==> src/rtl/opmod_pkg.sv <==
package opmod_pkg;

    localparam int NUM_LANES = 4;
    localparam int SEL_W     = 2;
    localparam int SWZ_LSB   = 9;
    localparam int SWZ_W     = NUM_LANES * SEL_W;
    localparam int NEG_POS   = 17;
    localparam logic [SWZ_W-1:0] SWZ_IDENT = 8'hE4;

    typedef logic [SEL_W-1:0] lane_sel_t;

    // lane 0 selector sits in the least significant bits
    typedef struct packed {
        lane_sel_t sel_w;
        lane_sel_t sel_z;
        lane_sel_t sel_y;
        lane_sel_t sel_x;
    } swz_field_t;

    typedef struct packed {
        swz_field_t swz;
        logic       negate;
    } src_mod_t;

    function automatic src_mod_t decode_src(input logic [SWZ_W:0] field);
        src_mod_t d;
        d.swz    = field[SWZ_W-1:0];
        d.negate = field[SWZ_W];
        return d;
    endfunction

endpackage

==> src/rtl/opmod_swizzle.sv <==
module opmod_swizzle
    import opmod_pkg::*;
#(
    parameter int LANE_W = 16
) (
    input  logic [NUM_LANES*LANE_W-1:0] vec_i,
    input  swz_field_t                  swz_i,
    output logic [NUM_LANES*LANE_W-1:0] vec_o
);

    localparam int VEC_W = NUM_LANES * LANE_W;

    logic [SWZ_W-1:0] swz_flat;
    assign swz_flat = swz_i;

    for (genvar k = 0; k < NUM_LANES; k++) begin : g_lane
        lane_sel_t        pick;
        logic [LANE_W-1:0] lane_val;
        assign pick = swz_flat[k*SEL_W +: SEL_W];
        always_comb begin
            lane_val = '0;
            for (int s = 0; s < NUM_LANES; s++) begin
                if (pick == lane_sel_t'(s)) begin
                    lane_val = vec_i[s*LANE_W +: LANE_W];
                end
            end
        end
        assign vec_o[k*LANE_W +: LANE_W] = lane_val;
    end

    logic unused_width;
    assign unused_width = (VEC_W == 0);

endmodule

==> src/rtl/opmod_sign.sv <==
module opmod_sign
    import opmod_pkg::*;
#(
    parameter int LANE_W = 16
) (
    input  logic [NUM_LANES*LANE_W-1:0] vec_i,
    input  logic                        abs_i,
    input  logic                        neg_i,
    output logic [NUM_LANES*LANE_W-1:0] vec_o
);

    localparam int MAG_W = LANE_W - 1;

    for (genvar k = 0; k < NUM_LANES; k++) begin : g_lane
        logic             sign_in;
        logic             sign_mid;
        logic [MAG_W-1:0] mag;
        assign sign_in  = vec_i[k*LANE_W + MAG_W];
        assign mag      = vec_i[k*LANE_W +: MAG_W];
        // abs first, then negate
        assign sign_mid = sign_in & ~abs_i;
        assign vec_o[k*LANE_W +: LANE_W] = {sign_mid ^ neg_i, mag};
    end

endmodule

==> src/rtl/opmod_stage.sv <==
module opmod_stage #(
    parameter int W       = 64,
    parameter bit REG_OUT = 1'b1
) (
    input  logic         clk,
    input  logic         rst_n,
    input  logic [W-1:0] d,
    output logic [W-1:0] q
);

    if (REG_OUT) begin : g_reg
        always_ff @(posedge clk or negedge rst_n) begin
            if (!rst_n) begin
                q <= '0;
            end else begin
                q <= d;
            end
        end
    end else begin : g_wire
        logic unused_clk;
        assign unused_clk = clk ^ rst_n;
        assign q = d;
    end

endmodule

==> src/rtl/vec_operand_modifier.sv <==
module vec_operand_modifier
    import opmod_pkg::*;
#(
    parameter int LANE_W  = 16,
    parameter bit REG_OUT = 1'b1
) (
    input  logic                        clk,
    input  logic                        rst_n,
    input  logic [NUM_LANES*LANE_W-1:0] opnd_in,
    input  logic [31:0]                 src_ctl,
    input  logic                        abs_en,
    output logic [NUM_LANES*LANE_W-1:0] opnd_out
);

    localparam int VEC_W = NUM_LANES * LANE_W;

    src_mod_t         mods;
    logic [VEC_W-1:0] swizzled;
    logic [VEC_W-1:0] signed_vec;

    assign mods = decode_src(src_ctl[SWZ_LSB +: SWZ_W+1]);

    logic unused_ctl;
    assign unused_ctl = ^{src_ctl[31:NEG_POS+1], src_ctl[SWZ_LSB-1:0]};

    opmod_swizzle #(.LANE_W(LANE_W)) u_swizzle (
        .vec_i (opnd_in),
        .swz_i (mods.swz),
        .vec_o (swizzled)
    );

    opmod_sign #(.LANE_W(LANE_W)) u_sign (
        .vec_i (swizzled),
        .abs_i (abs_en),
        .neg_i (mods.negate),
        .vec_o (signed_vec)
    );

    opmod_stage #(.W(VEC_W), .REG_OUT(REG_OUT)) u_stage (
        .clk   (clk),
        .rst_n (rst_n),
        .d     (signed_vec),
        .q     (opnd_out)
    );

    if (REG_OUT) begin : g_chk
        logic                 chk_primed;
        logic [NUM_LANES-1:0] out_signs;

        always_ff @(posedge clk or negedge rst_n) begin
            if (!rst_n) chk_primed <= 1'b0;
            else        chk_primed <= 1'b1;
        end

        for (genvar k = 0; k < NUM_LANES; k++) begin : g_sgn
            assign out_signs[k] = opnd_out[k*LANE_W + LANE_W - 1];
        end

        a_r7_identity_pass: assert property (@(posedge clk) disable iff (!rst_n || !chk_primed)
            $past(src_ctl[SWZ_LSB +: SWZ_W] == SWZ_IDENT && !src_ctl[NEG_POS] && !abs_en)
            |-> opnd_out == $past(opnd_in));

        a_r3_abs_clears_sign: assert property (@(posedge clk) disable iff (!rst_n || !chk_primed)
            $past(abs_en && !src_ctl[NEG_POS]) |-> out_signs == '0);

        a_r4_abs_neg_sets_sign: assert property (@(posedge clk) disable iff (!rst_n || !chk_primed)
            $past(abs_en && src_ctl[NEG_POS]) |-> &out_signs);

        a_r9_lane0_magnitude: assert property (@(posedge clk) disable iff (!rst_n || !chk_primed)
            $past(src_ctl[SWZ_LSB +: SEL_W] == '0)
            |-> opnd_out[LANE_W-2:0] == $past(opnd_in[LANE_W-2:0]));
    end

endmodule

==> config.mk <==
export PLATFORM = sky130hd
export DESIGN_NAME = vec_operand_modifier
export DESIGN_NICKNAME = d
export VERILOG_FILES = /design/src/rtl/opmod_pkg.sv /design/src/rtl/opmod_swizzle.sv /design/src/rtl/opmod_sign.sv /design/src/rtl/opmod_stage.sv /design/src/rtl/vec_operand_modifier.sv
export SDC_FILE = /design/constraint.sdc
export NUM_CORES = 1
export LEC_CHECK = 0
export ABC_AREA = 0
export CORE_UTILIZATION = 37
export CTS_BUF_LIST = sky130_fd_sc_hd__clkbuf_4 sky130_fd_sc_hd__clkbuf_8 sky130_fd_sc_hd__clkbuf_16
export DETAILED_ROUTE_END_ITERATION = 8
export PLACE_DENSITY = 0.77
export SETUP_SLACK_MARGIN = 0.1
export SLEW_MARGIN = 20
export SYNTH_ARGS = -nofsm -noshare
export SYNTH_HDL_FRONTEND = slang
export SYNTH_SLANG_ARGS = --single-unit
export TNS_END_PERCENT = 1
==> constraint.sdc <==
create_clock -name clk -period 0.8 [get_ports clk]
set_clock_uncertainty 0.15 [all_clocks]
set_input_delay 0.16 -clock clk [delete_from_list [all_inputs] [get_ports clk]]
set_output_delay 0.16 -clock clk [all_outputs]
set_load 0.02 [all_outputs]
== Yosys cells after proc, flatten, opt, wreduce, memory -nomap -nowiden ==
Index checks and enable logic that the tools add are counted.

* Register bits: 64
* Word-level logic and storage cells: 42
* Input bits: 99
* Output and inout bits: 64

* Equality and inequality tests: 12
* Muxes and demuxes: 16
* Bitwise operators: 9
* Reduce and logical (&&, ||, !) cells: 4

{| class="wikitable"
|+ Operator list
! kind !! count
|-
| two-way mux 16 bit || 16
|-
| == test 2 bit, second input constant || 8
|-
| == test 2 x 1 -> 1 bit, second input constant || 4
|-
| logical NOT 2 bit || 4
|-
| AND 1 bit || 4
|-
| bitwise XOR 1 bit || 4
|-
| NOT 1 bit || 1
|}

== Depth between registers and ports, before layout ==
* Depth in word-level cells: 7
* Gate-level depth with buffers: 4
* Depth with buffers taken out: 3

== Cells and area by module ==
A second synthesis with hierarchy kept.

* Cell total of the unflattened synthesis: 213
* Area, all modules: 3,813.7 um^2

{| class="wikitable"
|+ By module, submodules not included
! module !! seq. area each (um^2) !! area each (um^2) !! instances !! cells an instance
|-
| opmod_swizzle || 0.0 || 1,696.6 || 1 || 80
|-
| opmod_stage || 1,601.5 || 1,601.5 || 1 || 64
|-
| opmod_sign || 0.0 || 515.5 || 1 || 69
|}

== Worst setup path after synthesis ==
OpenSTA, ideal clock, no wires.

* Path kind: input port to flip-flop
* Start point: input src_ctl[9]
* End point: register u_stage.q[10]
* Path slack: -0.410 ns
* Buffers on the path: 2
* Cell stages on the path: 3
* Required time: 0.511 ns
* Arrival: 0.922 ns
* Cells stage by stage: buf_6 buf_6 mux4_2

* Longest elaborated chain between the ends: 5
* Elaborated cells between the ends (all ways): 8

{| class="wikitable"
|+ RTL lines
! item !! line !! source
|-
| start, declared || vec_operand_modifier.sv:10 || <nowiki>input logic [31:0] src_ctl,</nowiki>
|-
| logical NOT 2 bit || opmod_swizzle.sv:23 || <nowiki>if (pick == lane_sel_t'(s)) begin</nowiki>
|-
| two-way mux 16 bit (3 in a row) || opmod_swizzle.sv:23 ||
|-
| two-way mux 16 bit * || opmod_swizzle.sv:23 ||
|-
| net signed_vec[10] || vec_operand_modifier.sv:19 || <nowiki>logic [VEC_W-1:0] signed_vec;</nowiki>
|-
| end signal, assigned || opmod_stage.sv:14 || <nowiki>q <= '0;</nowiki>
|-
| end signal, assigned || opmod_stage.sv:16 || <nowiki>q <= d;</nowiki>
|-
| end, declared || opmod_stage.sv:8 || <nowiki>output logic [W-1:0] q</nowiki>
|}

The timed path passes the listed nets; every way through them passes the cells marked *.

== Worst setup path after layout ==
* Start point: register u_stage.q[32]
* End point: output opnd_out[32]

{| class="wikitable"
|+ RTL lines
! item !! line !! source
|-
| end, declared || vec_operand_modifier.sv:12 || <nowiki>output logic [NUM_LANES*LANE_W-1:0] opnd_out</nowiki>
|}

No word-level cell between the ends.

==> results by group <==
Critical path
  • Crit path capture type: output pin
  • Slowest-stage cell, CP: dfrtp_1
  • Startpoint types: flip-flop
  • Cell Chain, Critical Path: buf_2
  • Critical path class: flip-flop to output pin
  • WP data required: 0.49 ns
  • Cell family with most CP delay: flip-flops
  • CP arrival: 0.88 ns
  • CP max stage delay: 0.38 ns
  • Crit path buf inv count: 1
  • Worst-path fanout max: 1

Synth
  • Synth Warn #: 0
  • Post-Syn Area: 3310 µm²
  • Avg Inst Size Synth: 21.6 µm²
  • Yosys reg bits: 64
  • Cells after synthesis: 153
  • Syn nets: 252
  • Seq/Total Area, Yosys: 48.4%
  • Synth cell types: 8

Power and ir drop
  • Psw: 2.46 mW
  • Leakage: 2.15 nW
  • IR drop worst, VDD: 0.942 mV
  • Clock share of power: 30.3%
  • Internal: 6.31 mW
  • Switching share of total power: 28.1%
  • Cell Pwr Density: 1750 nW/µm²
  • Seq pwr share: 42.1%
  • Logic pwr share: 27.6%

Finish
  • Commonest non-fill, non-tap cells in the layout: mux4_2 (64), dfrtp_1 (64), buf_2 (50)
  • Biggest register: u_stage.q
  • Post-route cell area: 5000 µm²
  • Post-route insts no fill: 431
  • Antenna cells: 0
  • Layout area overhead: 50.8%
  • Share of cells above drive strength 1: 60.4%
  • Final Net Count: 417
  • Largest regs: u_stage.q (64)
  • Largest register FFs: 64

Placed design
  • Final HPWL DP: 6.64 mm
  • Post-DP Area: 5050 µm²
  • Worst slack, placed: -1.01 ns
  • GPL Wtd Cong: 0.769
  • Inst Count DP: 413
  • IO buf count: 139

Global route
  • First-pass GRT wire length: 13.7 mm
  • Remaining global-route overflow: 0
  • Gr usage total: 19.9%
  • Initial antenna violation count: 0
  • Vias in the first global route: 2527
  • Largest net degree at the start of global routing: 33

Clocking
  • CTS tree: built
  • Clock Tree Root: clkbuf_8
  • Clock Path Buffers: 2
  • Reg clk slew, reported paths: 0.07 ns
  • H-tree Lvls: 3
  • Post CTS Setup Buffer Count: 0
  • CTS Buf Count: 9
  • CTS Sinks: 64

Timing
  • Final Slew Violations: 0
  • Final setup fails: 123
  • Unrepaired setup endpoints after global routing: yes
  • Hold Vio Cnt, Final: 0
  • Worst hold margin: 0.0306 ns
  • Final Worst Setup Slack: -0.388 ns
  • Fin crit period: 1.19 ns
  • Fin Setup TNS: -26.47 ns
  • Final critical-path share of the clock period: 149%
  • Fmax achieved: 842 MHz
  • Worst slew margin: 84.9%
  • Worst-Margin Slew: 0.225 ns

Routing
  • Initial DRC count: 43
  • Pre-antenna DRT Iters: 4
  • Via density: 5.22
  • Residual DRC: 0
  • WL per Instance: 20.5 µm
  • DRT Wirelength: 8.82 mm
  • Antenna viol nets, final: 0
  • DR vias: 2250

Floorplan
  • IO Pins: 163
  • Die ar.: 9330 µm²
  • Die Wd: 96.6 µm
  • Die Ht: 96.6 µm
  • Starting Density: 38.2%
  • Core Rows: 34
  • Core area: 8680 µm²

Hold path
  • Worst hold path endpoint: u_stage.q[46]
  • Worst Hold Path Cells: 2
  • Hold_sp: opnd_in[30]
  • Hold Crit Class: primary input to flip-flop

Outcome
  • Failing checks: setup timing
  • Outcome: finished, violations left

Job
  • Max-cap violations: 0
-- what timing repair did --
| action | in CTS | in global routing |
|---|---|---|
| gates resized for setup | 459 | 41 |
| hold buffers | 1 | 0 |
| setup endpoints to repair | 128 | 192 |
| cloned | 1 | 0 |
| endpoints found under the hold margin | 64 | 0 |
| pin swaps | 0 | 2 |
-- synth_stat cells (all sizes together) --
| cell type | count | area share [%] |
|---|---|---|
| dfrtp | 64 | 48 |
| xnor2 | 4 | 1.1 |
| buf | 17 | 4.0 |
| nand2b | 4 | 0.76 |
| mux4 | 64 | 46 |
-- cells by family (layout without fill, tap and decap cells) --
kind of cell	after synthesis	count (layout)	synth area share [%]
multiplexers	64	64	45.8
flip-flops	64	64	48.4
XOR/XNOR	4	4	1.06
buffers and inverters	17	187	4.04
AND/OR/NAND/NOR	4	4	0.755
-- worst max path at each step --
stage / slack, ns / to / start / cells after the start
finish: -0.39 / opnd_out[32] / u_stage.q[32] / 1
global route: -0.42 / opnd_out[13] / u_stage.q[13] / 1
CTS: -0.41 / opnd_out[36] / u_stage.q[36] / 1
detailed placement: -1.01 / u_stage.q[20] / src_ctl[11] / 3
global placement: -0.99 / u_stage.q[20] / src_ctl[11] / 3
floorplan: -0.36 / u_stage.q[15] / src_ctl[9] / 4
-- per-stage QoR --
| step | util [%] | power (mW) |
|---|---|---|
| 2_1_floorplan | - | 4.95 |
| 3_3_place_gp | 58.2 | 6.37 |
| 3_5_place_dp | 58.2 | 6.41 |
| 4_1_cts | 57.6 | 8.79 |
| 5_1_grt | 57.6 | 9.13 |
| 6_report | 57.6 | 8.77 |
-- power groups by stage --
stage | Combinational [mW] | Clock (mW) | Sequential (mW)
2_1_floorplan | 0.790 | 0 | 4.16
3_5_place_dp | 2.67 | 0 | 3.74
3_3_place_gp | 2.62 | 0 | 3.74
6_report | 2.42 | 2.66 | 3.69
4_1_cts | 2.39 | 2.72 | 3.68
5_1_grt | 2.55 | 2.86 | 3.72
-- cell type report --
cell class / count / area, µm²
clock buffers: 10 / 131
clock inverters: 6 / 60.1
fillers: 741 / 3680
multi-input cells: 72 / 1500
flip-flops and latches: 64 / 1600
well taps: 108 / 135
repair buffers: 171 / 1570
-- per-layer routing --
| layer | vias to the layer above | track usage [%] | part of all wire [%] |
|---|---|---|---|
| li1 | 974 | - | - |
| met1 | 1146 | 26.3 | 43 |
| met2 | 120 | 31.7 | 48 |
| met3 | 10 | 6.07 | 7.5 |
| met4 | 0 | 6.20 | 1.2 |
| met5 | - | 0 | 0 |
No activity file was read; power rests on OpenSTA's default activity.
